$ cat src/rtl/cart_pkg.sv
package cart_pkg;

    typedef enum logic [1:0] {
        OP_IDLE   = 2'b00,
        OP_UPDATE = 2'b01,
        OP_ADD    = 2'b10,
        OP_REMOVE = 2'b11
    } cart_op_e;

    typedef enum logic [1:0] {
        ST_IDLE = 2'b00,
        ST_WVAL = 2'b01,
        ST_LOOK = 2'b10,
        ST_ACC  = 2'b11
    } cart_st_e;

    localparam int unsigned AMT_W_DEF  = 14;
    localparam int unsigned CODE_W_DEF = 4;
    localparam int unsigned BLK_W_DEF  = 7;

endpackage

$ cat src/rtl/cart_table.sv
module cart_table #(
    parameter int unsigned AMT_W  = 14,
    parameter int unsigned CODE_W = 4
) (
    input  logic              clk,
    input  logic              rst,
    input  logic              we,
    input  logic [CODE_W-1:0] waddr,
    input  logic [AMT_W-1:0]  wamt,
    input  logic              wcoupon,
    input  logic [CODE_W-1:0] raddr,
    output logic [AMT_W-1:0]  ramt,
    output logic              rcoupon
);
    localparam int unsigned DEPTH = 1 << CODE_W;
    localparam int unsigned ENT_W = AMT_W + 1;

    logic [DEPTH-1:0][ENT_W-1:0] mem_q;
    logic [DEPTH-1:0][ENT_W-1:0] mem_d;

    always_comb begin
        mem_d = mem_q;
        if (we) begin
            mem_d[waddr] = {wcoupon, wamt};
        end
    end

    always_ff @(posedge clk) begin
        mem_q <= mem_d;
    end

    assign ramt    = mem_q[raddr][AMT_W-1:0];
    assign rcoupon = mem_q[raddr][AMT_W];

    // the table only changes in a write cycle
    p_table_hold_r2: assert property (@(posedge clk) disable iff (rst)
        !we |=> $stable(mem_q));

endmodule

$ cat src/rtl/cart_addsub.sv
module cart_addsub #(
    parameter int unsigned AMT_W = 14,
    parameter int unsigned BLK_W = 7
) (
    input  logic             en,
    input  logic             sub,
    input  logic [AMT_W-1:0] a,
    input  logic [AMT_W-1:0] b,
    output logic [AMT_W-1:0] result,
    output logic             cout
);
    localparam int unsigned NBLK = AMT_W / BLK_W;

    logic [AMT_W-1:0] a_g;
    logic [AMT_W-1:0] b_g;
    logic             cin_g;
    logic [AMT_W-1:0] sum_raw;
    logic             carry [NBLK+1];

    // operand isolation: the adder sees zeros unless a step is running
    assign a_g   = en ? a : '0;
    assign b_g   = en ? (sub ? ~b : b) : '0;
    assign cin_g = en & sub;
    assign carry[0] = cin_g;

    for (genvar g = 0; g < NBLK; g++) begin : g_blk
        logic [BLK_W:0] s0;
        logic [BLK_W:0] s1;
        assign s0 = {1'b0, a_g[g*BLK_W +: BLK_W]} + {1'b0, b_g[g*BLK_W +: BLK_W]};
        assign s1 = {1'b0, a_g[g*BLK_W +: BLK_W]} + {1'b0, b_g[g*BLK_W +: BLK_W]}
                    + {{BLK_W{1'b0}}, 1'b1};
        assign sum_raw[g*BLK_W +: BLK_W] = carry[g] ? s1[BLK_W-1:0] : s0[BLK_W-1:0];
        assign carry[g+1] = carry[g] ? s1[BLK_W] : s0[BLK_W];
    end

    assign cout = carry[NBLK];

    always_comb begin
        if (!en) begin
            result = '0;
        end else if (sub && !cout) begin
            result = '0;            // borrow: clamp low
        end else if (!sub && cout) begin
            result = '1;            // overflow: clamp high
        end else begin
            result = sum_raw;
        end
    end

    // an unclamped addition never yields less than its first operand
    always_comb begin
        if (en && !sub && !cout) begin
            p_add_monotone_r3: assert (result >= a);
        end
    end

endmodule

$ cat src/rtl/cart_accum_top.sv
module cart_accum_top
    import cart_pkg::*;
#(
    parameter int unsigned AMT_W  = AMT_W_DEF,
    parameter int unsigned CODE_W = CODE_W_DEF,
    parameter int unsigned BLK_W  = BLK_W_DEF
) (
    input  logic             clk,
    input  logic             rst,
    input  logic [1:0]       op,
    input  logic [AMT_W-1:0] bus_in,
    output logic [AMT_W-1:0] last_price,
    output logic [AMT_W-1:0] total,
    output logic             done
);
    typedef struct packed {
        cart_st_e          st;
        logic [CODE_W-1:0] code;
        logic              coupon;
        logic              sub;
        logic [AMT_W-1:0]  last;
        logic [AMT_W-1:0]  sum;
        logic              done;
    } regs_t;

    regs_t r_q;
    regs_t r_d;

    logic              tbl_we;
    logic [AMT_W-1:0]  tbl_amt;
    logic              tbl_coupon;
    logic              as_en;
    logic [AMT_W-1:0]  as_res;
    logic              as_cout;
    cart_op_e          op_e;

    assign op_e = cart_op_e'(op);

    cart_table #(.AMT_W(AMT_W), .CODE_W(CODE_W)) u_table (
        .clk     (clk),
        .rst     (rst),
        .we      (tbl_we),
        .waddr   (r_q.code),
        .wamt    (bus_in),
        .wcoupon (r_q.coupon),
        .raddr   (r_q.code),
        .ramt    (tbl_amt),
        .rcoupon (tbl_coupon)
    );

    cart_addsub #(.AMT_W(AMT_W), .BLK_W(BLK_W)) u_addsub (
        .en     (as_en),
        .sub    (r_q.sub),
        .a      (r_q.sum),
        .b      (r_q.last),
        .result (as_res),
        .cout   (as_cout)
    );

    always_comb begin
        r_d      = r_q;
        r_d.done = 1'b0;
        tbl_we   = 1'b0;
        as_en    = 1'b0;
        unique case (r_q.st)
            ST_IDLE: begin
                unique case (op_e)
                    OP_UPDATE: begin
                        r_d.code   = bus_in[CODE_W-1:0];
                        r_d.coupon = bus_in[CODE_W];
                        r_d.st     = ST_WVAL;
                    end
                    OP_ADD, OP_REMOVE: begin
                        r_d.code = bus_in[CODE_W-1:0];
                        r_d.sub  = (op_e == OP_REMOVE);
                        r_d.st   = ST_LOOK;
                    end
                    default: ;
                endcase
            end
            ST_WVAL: begin
                tbl_we = 1'b1;
                r_d.st = ST_IDLE;
            end
            ST_LOOK: begin
                r_d.last = tbl_amt;
                r_d.sub  = r_q.sub ^ tbl_coupon;
                r_d.st   = ST_ACC;
            end
            ST_ACC: begin
                as_en    = 1'b1;
                r_d.sum  = as_res;
                r_d.done = 1'b1;
                r_d.st   = ST_IDLE;
            end
            default: r_d.st = ST_IDLE;
        endcase
    end

    always_ff @(posedge clk) begin
        if (rst) begin
            r_q.st     <= ST_IDLE;
            r_q.code   <= '0;
            r_q.coupon <= 1'b0;
            r_q.sub    <= 1'b0;
            r_q.last   <= '0;
            r_q.sum    <= '0;
            r_q.done   <= 1'b0;
        end else begin
            r_q <= r_d;
        end
    end

    assign last_price = r_q.last;
    assign total      = r_q.sum;
    assign done       = r_q.done;

    // done never lasts two cycles
    p_done_single_r8: assert property (@(posedge clk) disable iff (rst)
        done |=> !done);

    // once a lookup starts, the accumulate step follows regardless of op
    p_busy_ignore_r9: assert property (@(posedge clk) disable iff (rst)
        (r_q.st == ST_LOOK) |=> (r_q.st == ST_ACC));

    // total moves only on the cycle that raises done
    p_total_hold_r10: assert property (@(posedge clk) disable iff (rst)
        !$stable(total) |-> done);

    // a subtraction larger than the total clamps to zero
    p_sat_low_r6: assert property (@(posedge clk) disable iff (rst)
        (done && $past(r_q.sub) && ($past(last_price) > $past(total)))
        |-> (total == '0));

    // an addition past the range clamps to the maximum
    p_sat_high_r7: assert property (@(posedge clk) disable iff (rst)
        (done && !$past(r_q.sub)
         && ({1'b0, $past(last_price)} + {1'b0, $past(total)} > {1'b0, {AMT_W{1'b1}}}))
        |-> (total == {AMT_W{1'b1}}));

endmodule

$ cat config.mk
export PLATFORM = sky130hd
export DESIGN_NAME = cart_accum_top
export DESIGN_NICKNAME = d
export VERILOG_FILES = /design/src/rtl/cart_pkg.sv /design/src/rtl/cart_table.sv /design/src/rtl/cart_addsub.sv /design/src/rtl/cart_accum_top.sv
export SDC_FILE = /design/constraint.sdc
export NUM_CORES = 1
export LEC_CHECK = 0
export BUFFER_PORTS_ARGS = -buffer_cell sky130_fd_sc_hd__buf_2
export CAP_MARGIN = 20
export CORE_MARGIN = 4
export CORE_UTILIZATION = 35
export DETAILED_ROUTE_END_ITERATION = 10
export SLEW_MARGIN = 30
export SYNTH_ARGS = -nofsm -noshare
export SYNTH_HDL_FRONTEND = slang
export SYNTH_SLANG_ARGS = --single-unit
$ cat constraint.sdc
create_clock -name clk -period 5.9 [get_ports clk]
set_clock_uncertainty 0.2 [all_clocks]
set_input_delay 0.295 -clock clk [delete_from_list [all_inputs] [get_ports clk]]
set_output_delay 0.295 -clock clk [all_outputs]
set_load 0.05 [all_outputs]
; ---- After elaboration in Yosys (flattened, before gate mapping)
; Index checks and enable logic that the tools add are counted.
[op_classes]
n_bitwise = 3
n_mul = 0
n_lt_le_gt_ge = 2
n_div = 0
eq_ne = 8
shifts = 0
reduce_logical = 13
n_mux = 22
n_addsub = 4
[ops]
columns = op, count
row1 = bitwise mux 240 bit, 1
row2 = two-way mux 14 bit, 6
row3 = binary-select mux 15 bit (select 4 bit), 1
row4 = demux 15 bit (select 4 bit), 1
row5 = two-way mux 15 bit, 2
row6 = adder 7 x 7 -> 8 bit, 2
row7 = "adder 8 x 1 -> 8 bit, second input constant", 2
row8 = two-way mux 7 bit, 2
row9 = NOT 14 bit, 1
row10 = case mux 6 bit (2 select lines), 1
row11 = "equality test 2 bit, second input constant", 4
row12 = two-way mux 1 bit, 6
row13 = case mux 2 bit (3 select lines), 1
row14 = AND reduction 2 bit, 3
row15 = "< comparator 4 x 5 -> 1 bit, second input constant", 1
row16 = "equality test 2 x 1 -> 1 bit, second input constant", 2
row17 = ">= comparator 4 x 1 -> 1 bit, second input constant", 1
row18 = nonzero test 2 bit, 2
row19 = OR reduction 2 bit, 2
row20 = logical AND 1 bit, 3
row21 = "inequality test 3 x 1 -> 1 bit, second input constant", 1
row22 = logical NOT 1 bit, 2
row23 = logical NOT 2 bit, 1
row24 = "inequality test 2 x 1 -> 1 bit, second input constant", 1
row25 = 3 further kinds, 3
[word_totals]
regBits = 277
in_bits = 18
wordCells = 75
romBits = 0
mem_bits_rw = 0
out_inout_bits = 29
latchBits = 0
memories = 0

; ---- Longest topological paths before layout
; Gate-level depths: netlist of the first run.
[depth]
depth_word = 11
ltp_mapped = 17

; ---- By module
; From an unflattened synthesis of the first run, not the netlist that was laid out.
[hier_totals]
cells_unflattened = 777
hier_area_um2 = 12175.4
[modules_own_cells]
columns = mod, n_inst, cells_each, area_per_inst_um2
row1 = cart_table, 1, 391, 9146.3
row2 = cart_accum_top, 1, 194, 1589.0
row3 = cart_addsub, 1, 192, 1440.1

; ---- Least setup slack after synthesis of the first run
; No wires, ideal clock.
[synth_path]
path_kind = register to register
startpoint = reg r_q[29] (netlist name)
endpoint = reg r_q, in the netlist total[6]
arrival_ps = 4400
path_slack_ps = 1214
path_stages_with_launch = 17
synth_period_minus_slack_ps = 4686
cell_sequence = dfxtp_1 clkbuf_1 buf_1 clkbuf_1 xnor2_1 nor2_1 ha_1 fa_1 a211oi_1 nor2_2 xor2_2 nand3_4 nor4_4 nor3_4 xor2_2 maj3_1 a211oi_1
[synth_via]
elab_chain_cells = 10
elab_cells_between_ends = 17
[synth_rtl]
columns = item, line
row1 = two-way mux 14 bit (2 in series), cart_addsub.sv:22  ; assign b_g = en ? (sub ? ~b : b) : '0;
row2 = adder 7 x 7 -> 8 bit, "cart_addsub.sv:29, cart_addsub.sv:30"
row3 = adder 8 x 1 -> 8 bit, cart_addsub.sv:31  ; + {{BLK_W{1'b0}}, 1'b1};
row4 = two-way mux 1 bit (2 in series), cart_addsub.sv:33  ; assign carry[g+1] = carry[g] ? s1[BLK_W] : s0[BLK_W];
row5 = logical AND 1 bit or logical NOT 1 bit (tied branches), "cart_addsub.sv:43, cart_addsub.sv:41"
row6 = two-way mux 14 bit or logical AND 1 bit (tied branches), "cart_addsub.sv:43, cart_addsub.sv:41"
row7 = two-way mux 14 bit (*), cart_addsub.sv:41  ; end else if (sub && !cout) begin
row8 = two-way mux 14 bit (*), cart_addsub.sv:39  ; if (!en) begin
row9 = to (signal assigned), cart_accum_top.sv:110  ; r_q <= r_d;
row10 = to (decl), cart_accum_top.sv:26  ; regs_t r_q;
; Every way passes the cells marked *; elsewhere a longest branch is shown, timed or not.
; A chain may end at the register's enable or synchronous reset.

; ---- Final worst setup path of the first run
[layout_path]
startpoint = reg r_q[35] in the netlist's numbering
endpoint = reg r_q, in the netlist total[0]
[layout_via]
elab_chain_cells = 11
elab_cells_between_ends = 18
[layout_rtl]
columns = item, line
row1 = equality test 2 bit (*), cart_accum_top.sv:65  ; unique case (r_q.st)
row2 = two-way mux 1 bit, cart_accum_top.sv:65
row3 = "two-way mux 14 bit, on equally long branches", "cart_addsub.sv:21, cart_addsub.sv:22"
row4 = adder 7 x 7 -> 8 bit, "cart_addsub.sv:29, cart_addsub.sv:30"
row5 = adder 8 x 1 -> 8 bit, cart_addsub.sv:31
row6 = two-way mux 1 bit (2 in series), cart_addsub.sv:33
row7 = logical AND 1 bit or logical NOT 1 bit (tied branches), "cart_addsub.sv:43, cart_addsub.sv:41"
row8 = two-way mux 14 bit or logical AND 1 bit (tied branches), "cart_addsub.sv:43, cart_addsub.sv:41"
row9 = two-way mux 14 bit, cart_addsub.sv:41
row10 = two-way mux 14 bit, cart_addsub.sv:39
; Marks and branches as above.

==> results.md, run 1 <==
* Run status: finished clean
* Top cells by area, synth: sky130_fd_sc_hd__edfxtp_1 (61%), sky130_fd_sc_hd__mux4_2 (14%), sky130_fd_sc_hd__dfxtp_1 (6.2%), sky130_fd_sc_hd__xnor2_1 (2.0%), sky130_fd_sc_hd__buf_4 (2.0%)
* Power after layout at 4.38 mW
* CTS tree: built
* Normalized max-slew margin at 38.9%
* Wire length on met2 at 11.6 mm
* Post-place instance area at 12500 sq um
* Initial cell density of the core at 35.4%
* Post-synthesis cell type with the largest combined area: sky130_fd_sc_hd__edfxtp_1
* Row Count at 67
* Commonest cells in the synthesized netlist: sky130_fd_sc_hd__edfxtp_1 (240), sky130_fd_sc_hd__mux4_2 (75), sky130_fd_sc_hd__nor2_1 (57), sky130_fd_sc_hd__dfxtp_1 (37), sky130_fd_sc_hd__nand2_1 (35)
* Number of buffers added on ports at 46
* Most used flip-flop cell after synthesis: sky130_fd_sc_hd__edfxtp_1
* Antenna violations before repair at 0
* Total count of hold-check failures in the final report at 0
* Worst-margin pin slew at 909 ps
* Xor/xnor share of the synthesized area at 2.99%
* Detailed-placement wirelength estimate at 15.6 mm
* Total number of nets in the final design at 783
* Clock-pin slew on the worst setup and hold paths at 60 ps
* Max Used Layer: met4
* Synth Net Count at 732
* Routed via count at 6225
* Number of placed I/O pins at 47
* Proportion of synthesized flip-flops having asynchronous set or reset at 0%
* Total routing usage reported by global routing at 13.7%
* Final slew viol count at 0
* Required time of the worst setup path at 6140 ps
* Path class of the lowest-slack min-delay path: input port to flip-flop
* DRT Wirelength at 25.4 mm
* Worst-case vdd ir drop at 0.235 mV
* Area of the core at 33500 sq um
* Number of DRC markers in iteration 0 at 495
* Horizontal extent of the die at 192 um
* Die Footprint at 37000 sq um
* Design Area, Final at 13700 sq um
* Clock root cell: sky130_fd_sc_hd__clkbuf_16
* Post CTS Setup Buffer Count at 0
* Final TNS setup at 0 ps
* Routability cong. at 0.820
* Critical-path maximum fanout at 18
* Clock sinks at 277
* Via count of the first global-routing pass at 6199
* Vertical die dimension at 192 um
* Remaining Overflow, GRT at 0
* Number of iterations in the first detailed-routing pass at 5
* Fraction of final layout cells sized beyond drive strength 1 at 28.9%
* Total setup violations reported at the end of the flow at 0
* Worst hold margin at 88.3 ps
* Post-detailed-route via-to-cell ratio at 5.12
* Mapped Avg Cell Area at 17.1 sq um
* Area Growth Syn to Fin at 15.3%
* Length of routed wiring on met1 at 12.1 mm
* Fill cell total of the finished layout at 3070
* Max-cap violations at 0
* H-tree lvl count at 1
* Count of flip-flops with a built-in enable after synthesis at 240
* Total CTS buffers at 28
* Ratio of final minimum period to clock period at 74.4%
* Lkg Pwr at 4.57 nW
* Post-synthesis sequential area ratio at 66.9%
* Flops & latches, synth at 277
* Cells after Synth at 696
* Count of warnings emitted by yosys at 0
* Kind of launch point of the worst setup path: flip-flop
* Number of antenna-violating nets in the routed design at 0
* Library cell with the highest instance count after synthesis: sky130_fd_sc_hd__edfxtp_1
* Number of design rule violations left after detail routing at 0
* Crit path kind: flip-flop to flip-flop
* Kind of end point of the critical path: flip-flop
* Mux cell area share after synthesis at 14.8%
* Depth of the most critical reg-to-reg path at 13
* Area of the mapped netlist at 11900 sq um
* Share of the synthesized area in compound gates (AO/OA/AOI/OAI) at 3.27%
* Timing-limited maximum frequency at 0.228 GHz
* WHS Path Cells at 2
* Largest family of logic cells by synthesized area: multiplexers
* Post-layout minimum cycle time at 4390 ps
* Metal3 WL at 1.29 mm
* Simple-Gate Fraction of Synth Area at 6.08%
* Data arrival, critical path at 4630 ps
* Area share of the largest cell type after synthesis at 60.7%
* Maximum number of pins on one net before global-route repair at 48
* Diode count at 0
* Power density over the cells at 320 nW/um^2
* Number of library cell types mapped by synthesis at 49
* Fraction of the mapped netlist area in adder cells at 2.75%
* Routed WL per cell at 20.9 um
* Wire length of the first global-routing pass at 38.4 mm
* Clock latency reported for the late side of the worst-skew pair at 570 ps
* Worst-case clock buffer depth at 3
* Unrepaired setup endpoints after global routing: no
## through the flow
stage / setup WS (ps) / cells / utilization, %
after floorplan: 1210 / 696 / -
after global placement: 1580 / 1147 / 37.4
after detailed placement: 1490 / 1147 / 37.4
after CTS: 1470 / 1215 / 40.8
after global routing: 1220 / 1216 / 40.8
final: 1510 / 1216 / 40.8
## worst paths after layout
kind	start	end	slack, ps
worst max-delay path	r_q[35]$_SDFFE_PP0P_	total[0]$_SDFFE_PP0N_	1510
worst max register to register	r_q[35]$_SDFFE_PP0P_	total[0]$_SDFFE_PP0N_	1510
worst min register to register	last_price[8]$_SDFFE_PP0P_	last_price[8]$_SDFFE_PP0P_	290
worst min-delay path	rst	r_q[32]$_SDFFE_PP0P_	90
## cell type report
type                            instances  area (sq um)  area share [%]
Clock inverter                         18           239            1.75
Sequential cell                       277          7950            58.1
Clock buffer                           33           729            5.33
Multi-Input combinational cell        349          3600            26.3
Tap cell                              448           561            4.09
Inverter                                3          11.3          0.0822
Timing Repair Buffer                   88           601            4.39
## critical path: stages, from the launching register on
cell and delay, ps:
sky130_fd_sc_hd__dfxtp_1 310, sky130_fd_sc_hd__nand2_1 430, sky130_fd_sc_hd__nor2_1 120, sky130_fd_sc_hd__ha_1 250, sky130_fd_sc_hd__fa_1 430, sky130_fd_sc_hd__a211oi_1 350
sky130_fd_sc_hd__nor2_2 100, sky130_fd_sc_hd__xor2_2 260, sky130_fd_sc_hd__nand3_4 140, sky130_fd_sc_hd__nor4_4 550, sky130_fd_sc_hd__nor3_4 80, sky130_fd_sc_hd__xnor2_1 630
sky130_fd_sc_hd__mux2i_1 160, sky130_fd_sc_hd__a211oi_1 280
## report_power, final
part | leakage, nW | total, mW | internal, mW | switching (mW)
Combinational | 1.62 | 0.345 | 0.146 | 0.199
Clock | 0.471 | 1.85 | 1.10 | 0.741
Sequential | 2.48 | 2.19 | 2.15 | 0.0322
Total | 4.57 | 4.38 | 3.40 | 0.972
## cell usage in the layout, fill, tap and decap left out, types with 8 or more instances in the layout
cell	Yosys	layout
sky130_fd_sc_hd__a21oi_1	24	24
sky130_fd_sc_hd__dlygate4sd3_1	0	17
sky130_fd_sc_hd__clkbuf_16	0	28
sky130_fd_sc_hd__xnor2_1	27	27
sky130_fd_sc_hd__nor2_2	1	13
sky130_fd_sc_hd__mux4_2	75	75
sky130_fd_sc_hd__and3_1	18	18
sky130_fd_sc_hd__ha_1	16	16
sky130_fd_sc_hd__nand2_1	35	35
sky130_fd_sc_hd__dfxtp_1	37	35
sky130_fd_sc_hd__nor2_1	57	45
sky130_fd_sc_hd__buf_2	1	46
sky130_fd_sc_hd__edfxtp_1	240	240
sky130_fd_sc_hd__a211oi_1	13	13
sky130_fd_sc_hd__buf_4	31	24
sky130_fd_sc_hd__xor2_1	8	8
## routing by layer
metal  track usage, %  vias up
met5                0        -
met4             2.77        0
met3             2.22       43
met2             21.4      156
met1             20.6     3217
li1                 -     2809
## flip-flops by register name (all words and copies together), names as in the netlist
signal	count
r_q	8
total	14
done	1
u_table.mem_q	240
last_price	14
## kinds of logic (layout without fill, tap and decap cells)
family          count (synthesis)  in the layout
simple gates                  144            144
fa+ha+maj                      26             26
mux                            82             82
flops                         277            277
compound gates                 59             59
xor+xnor                       38             38
buf+inv                        70            142
## what timing repair did
action | CTS | global route
resized for setup | 0 | 0
endpoints found under the hold margin | 228 | 0
hold buffers | 17 | 0
Note: power is estimated with default switching activity, not from simulation.
==> run 2: changes to the inputs <==
--- a/config.mk
+++ b/config.mk
@@ -5,6 +5,7 @@
 export SDC_FILE = /design/constraint.sdc
 export NUM_CORES = 1
 export LEC_CHECK = 0
+export ABC_AREA = 1
 export BUFFER_PORTS_ARGS = -buffer_cell sky130_fd_sc_hd__buf_2
 export CAP_MARGIN = 20
 export CORE_MARGIN = 4
==> constraint.sdc (replaced) <==
create_clock -name clk -period 4 [get_ports clk]
set_clock_uncertainty 0.2 [all_clocks]
set_input_delay 0.2 -clock clk [delete_from_list [all_inputs] [get_ports clk]]
set_output_delay 0.2 -clock clk [all_outputs]
set_load 0.05 [all_outputs]
==> results.md, run 2 <==
* Depth of the most critical reg-to-reg path at 22 (+9)
* Reg2Reg Capture Point: total[9]$_SDFFE_PP0N_
* Diode count at 0 (unchanged)
* Total routing usage reported by global routing at 15.9% (+2.1 points)
* Count of flip-flops with a built-in enable after synthesis at 240 (unchanged)
* Power after layout at 6.75 mW (+54%)
* Commonest non-fill, non-tap cell in the layout: sky130_fd_sc_hd__edfxtp_1
* Data arrival, critical path at 3560 ps (-1070 ps)
* Worst hold endpoint: total[13]$_SDFFE_PP0N_
* Required time of the worst setup path at 4220 ps (-1920 ps)
* Worst-case clock buffer depth at 3 (unchanged)
* Vertical die dimension at 193 um (+0.20%)
* Crit path kind: flip-flop to flip-flop
* Timing-limited maximum frequency at 0.299 GHz (+31%)
* Share of the synthesized area in compound gates (AO/OA/AOI/OAI) at 11.2% (+7.9 points)
* Total count of hold-check failures in the final report at 0 (unchanged)
* Routed WL per cell at 19.1 um (-8.4%)
* Commonest cells in the synthesized netlist: sky130_fd_sc_hd__edfxtp_1 (240), sky130_fd_sc_hd__nand3_1 (165), sky130_fd_sc_hd__nand2_1 (109), sky130_fd_sc_hd__a21oi_1 (63), sky130_fd_sc_hd__a22oi_1 (60)
* Wire length of the first global-routing pass at 45.9 mm (+20%)
* Top cells by area, synth: sky130_fd_sc_hd__edfxtp_1 (60%), sky130_fd_sc_hd__nand3_1 (6.9%), sky130_fd_sc_hd__dfxtp_1 (6.2%), sky130_fd_sc_hd__a22oi_1 (3.8%), sky130_fd_sc_hd__nand2_1 (3.4%)
* Fraction of final layout cells sized beyond drive strength 1 at 15.2% (-14 points)
* Post-synthesis cell type with the largest combined area: sky130_fd_sc_hd__edfxtp_1
* Fill cell total of the finished layout at 3108 (+1.2%)
* Most used flip-flop cell after synthesis: sky130_fd_sc_hd__edfxtp_1
* Synth Net Count at 1055 (+44%)
* Fraction of the mapped netlist area in adder cells at 2.01% (-0.74 points)
* Number of design rule violations left after detail routing at 0 (unchanged)
* Normalized max-slew margin at 44.9% (+6.0 points)
* Largest family of logic cells by synthesized area: simple AND/OR/NAND/NOR gates
* Kind of cell adding the most delay to the critical path: simple AND/OR/NAND/NOR gates
* Final TNS setup at 0 ps (unchanged)
* Lkg Pwr at 4.81 nW (+5.2%)
* Area Growth Syn to Fin at 15.9%
* Total setup violations reported at the end of the flow at 0 (unchanged)
* Ratio of final minimum period to clock period at 83.6% (+9.3 points)
* Fin util at 41.1% (+0.29 points)
* Worst Min Path Start: total[13]$_SDFFE_PP0N_
* Most frequent cells in the layout: sky130_fd_sc_hd__edfxtp_1 (240), sky130_fd_sc_hd__nand3_1 (165), sky130_fd_sc_hd__nand2_1 (109)
* Post-synthesis sequential area ratio at 66.6% (-0.27 points)
* Number of DRC markers in iteration 0 at 681 (+38%)
* Mapped Avg Cell Area at 11.7 sq um (-31%)
* Routed via count at 8107 (+30%)
* Number of instances resized during post-cts repair at 0 (unchanged)
* Total number of nets in the final design at 1106 (+41%)
* Crit path cell chain: nand2_2, inv_1, o21ai_0, a21oi_1, ha_1, fa_1, nand2_1, clkinv_1, nor2_1, nand2_1, nor2_2, nand3_2, nor2_4, nand3_1, nand2_1, nand2_4, nand2_2, nand2_1, nand2_2, nand2_1, nand2_1, a21oi_2
* Routability cong. at 0.808 (-1.5%)
* Initial cell density of the core at 35.5% (+0.057 points)
* Worst-case vdd ir drop at 0.358 mV (+53%)
* Most flops, register: u_table.mem_q
* Die Footprint at 37100 sq um (+0.40%)
* Detailed-placement wirelength estimate at 18.6 mm (+19%)
* Number of flip-flops under the largest register name at 240 (unchanged)
* Antenna violations before repair at 0 (unchanged)
* Area share of the largest cell type after synthesis at 60.4% (-0.25 points)
* Reg-to-Reg Start: r_q[35]$_SDFFE_PP0P_
* R2R setup slack at 650 ps (-860 ps)
* Kind of end point of the critical path: flip-flop
* Max-cap violations at 0 (unchanged)
* Number of buffers added on ports at 46 (unchanged)
* Clock sinks at 277 (unchanged)
* Mux cell area share after synthesis at 0.0839% (-15 points)
* Via count of the first global-routing pass at 7721 (+25%)
* Run status: finished clean
* Worst hold margin at 283 ps (+195 ps)
* Critical-path maximum fanout at 13 (-5)
* Simple-Gate Fraction of Synth Area at 13.9% (+7.8 points)
* CP most frequent cell: sky130_fd_sc_hd__nand2_1
* Horizontal extent of the die at 193 um (+0.20%)
* Number of antenna-violating nets in the routed design at 0 (unchanged)
* Path class of the lowest-slack min-delay path: flip-flop to flip-flop
* Number of placed I/O pins at 47 (unchanged)
* WP buf/inv at 2 (+2)
* Post-detailed-route via-to-cell ratio at 5.26 (+2.7%)
* Kind of launch point of the worst setup path: flip-flop
* Critical Path Slowest Stage Cell: sky130_fd_sc_hd__fa_1
* Count of warnings emitted by yosys at 0 (unchanged)
* Clock latency reported for the late side of the worst-skew pair at 580 ps (about the same)
* Number of iterations in the first detailed-routing pass at 5 (unchanged)
* H-tree lvl count at 1 (unchanged)
* Xor/xnor share of the synthesized area at 0.871% (-2.1 points)
* Final slew viol count at 0 (unchanged)
* Post-layout minimum cycle time at 3350 ps (-1040 ps)
* Remaining Overflow, GRT at 0 (unchanged)
* Setup Slack @ Placement at 718 ps (-772 ps)
* Area of the core at 33600 sq um (+0.25%)
* Setup slack of the critical path after layout at 654 ps (-858 ps)
* Library cell with the highest instance count after synthesis: sky130_fd_sc_hd__edfxtp_1
* Unrepaired setup endpoints after global routing: no
* Row Count at 67 (unchanged)
* Clock root cell: sky130_fd_sc_hd__clkbuf_16
* Area of the mapped netlist at 11900 sq um (+0.41%)
* CTS tree: built
* Maximum number of pins on one net before global-route repair at 53 (+10%)
* WHS Path Cells at 2 (unchanged)
* Proportion of synthesized flip-flops having asynchronous set or reset at 0% (unchanged)
* Cells after Synth at 1019 (+46%)
* Total CTS buffers at 30 (+7.1%)
* Worst-margin pin slew at 825 ps (-84.3 ps)
* Flops & latches, synth at 277 (unchanged)
* Power density over the cells at 488 nW/um^2 (+53%)
* Number of library cell types mapped by synthesis at 38 (-22%)
* DRT Wirelength at 29.5 mm (+16%)
* Clock-pin slew on the worst setup and hold paths at 60 ps (about the same)
* Biggest cell delay along the critical path at 410 ps (-220 ps)
[run 2: worst max-delay path by stage]
stage,from,endpoint,slack [ps],cells past startpoint
2_1_floorplan,r_q[36]$_SDFFE_PP0P_,total[8]$_SDFFE_PP0N_,550,23
3_3_place_gp,r_q[36]$_SDFFE_PP0P_,total[11]$_SDFFE_PP0N_,800,22
3_5_place_dp,r_q[35]$_SDFFE_PP0P_,total[9]$_SDFFE_PP0N_,720,22
4_1_cts,r_q[35]$_SDFFE_PP0P_,total[9]$_SDFFE_PP0N_,670,22
5_1_grt,r_q[35]$_SDFFE_PP0P_,total[11]$_SDFFE_PP0N_,270,22
6_report,r_q[35]$_SDFFE_PP0P_,total[9]$_SDFFE_PP0N_,650,22
[run 2: per-stage QoR]
step | cells | cell area (sq um)
3_5_place_dp | 1466 | 12600
6_report | 1542 | 13800
4_1_cts | 1542 | 13800
3_3_place_gp | 1466 | 12600
2_1_floorplan | 1019 | 11900
5_1_grt | 1542 | 13800
[run 2: what timing repair did]
| item | in CTS | in global routing |
|---|---|---|
| hold endpoints to repair | 247 | 0 |
| setup buffers | 0 | 0 |
| hold buffers | 20 | 0 |
[run 2: where the power goes]
part / total [mW] / leakage (nW) / switching (mW) / internal (mW)
registers: 3.24 / 2.47 / 0.0556 / 3.18
logic: 0.658 / 1.84 / 0.478 / 0.180
clock network: 2.85 / 0.509 / 1.17 / 1.68
[run 2: kinds of logic (layout without fill, tap and decap cells)]
kind of cell    after synthesis  after routing
simple gates                359            359
flops                       277            277
compound gates              215            215
buf+inv                     138            213
fa+ha+maj                    18             18
xor+xnor                     11             11
mux                           1              1
[run 2: area by class of cell]
| class | count | area (sq um) | share of cell area, % |
|---|---|---|---|
| clock buffer | 33 | 782 | 5.66 |
| tap | 448 | 561 | 4.05 |
| clock inverter | 23 | 255 | 1.85 |
| inverter | 53 | 199 | 1.44 |
| timing repair buffer | 104 | 716 | 5.18 |
| multi-input combinational | 604 | 3360 | 24.3 |
| sequential | 277 | 7950 | 57.5 |
[run 2: tightest hold or removal path: stages, from the launching register on]
cell                      delay [ps]
sky130_fd_sc_hd__dfxtp_1         320
sky130_fd_sc_hd__nand2_1          60
sky130_fd_sc_hd__a21oi_1          50
[run 2: layer usage]
metal / routed length, um / track usage (%) / part of all wire (%)
met5: 0 / 0 / 0
met4: 560 / 3.43 / 1.9
met3: 1950 / 2.57 / 6.6
met2: 13200 / 24.2 / 45
met1: 13800 / 24.0 / 47
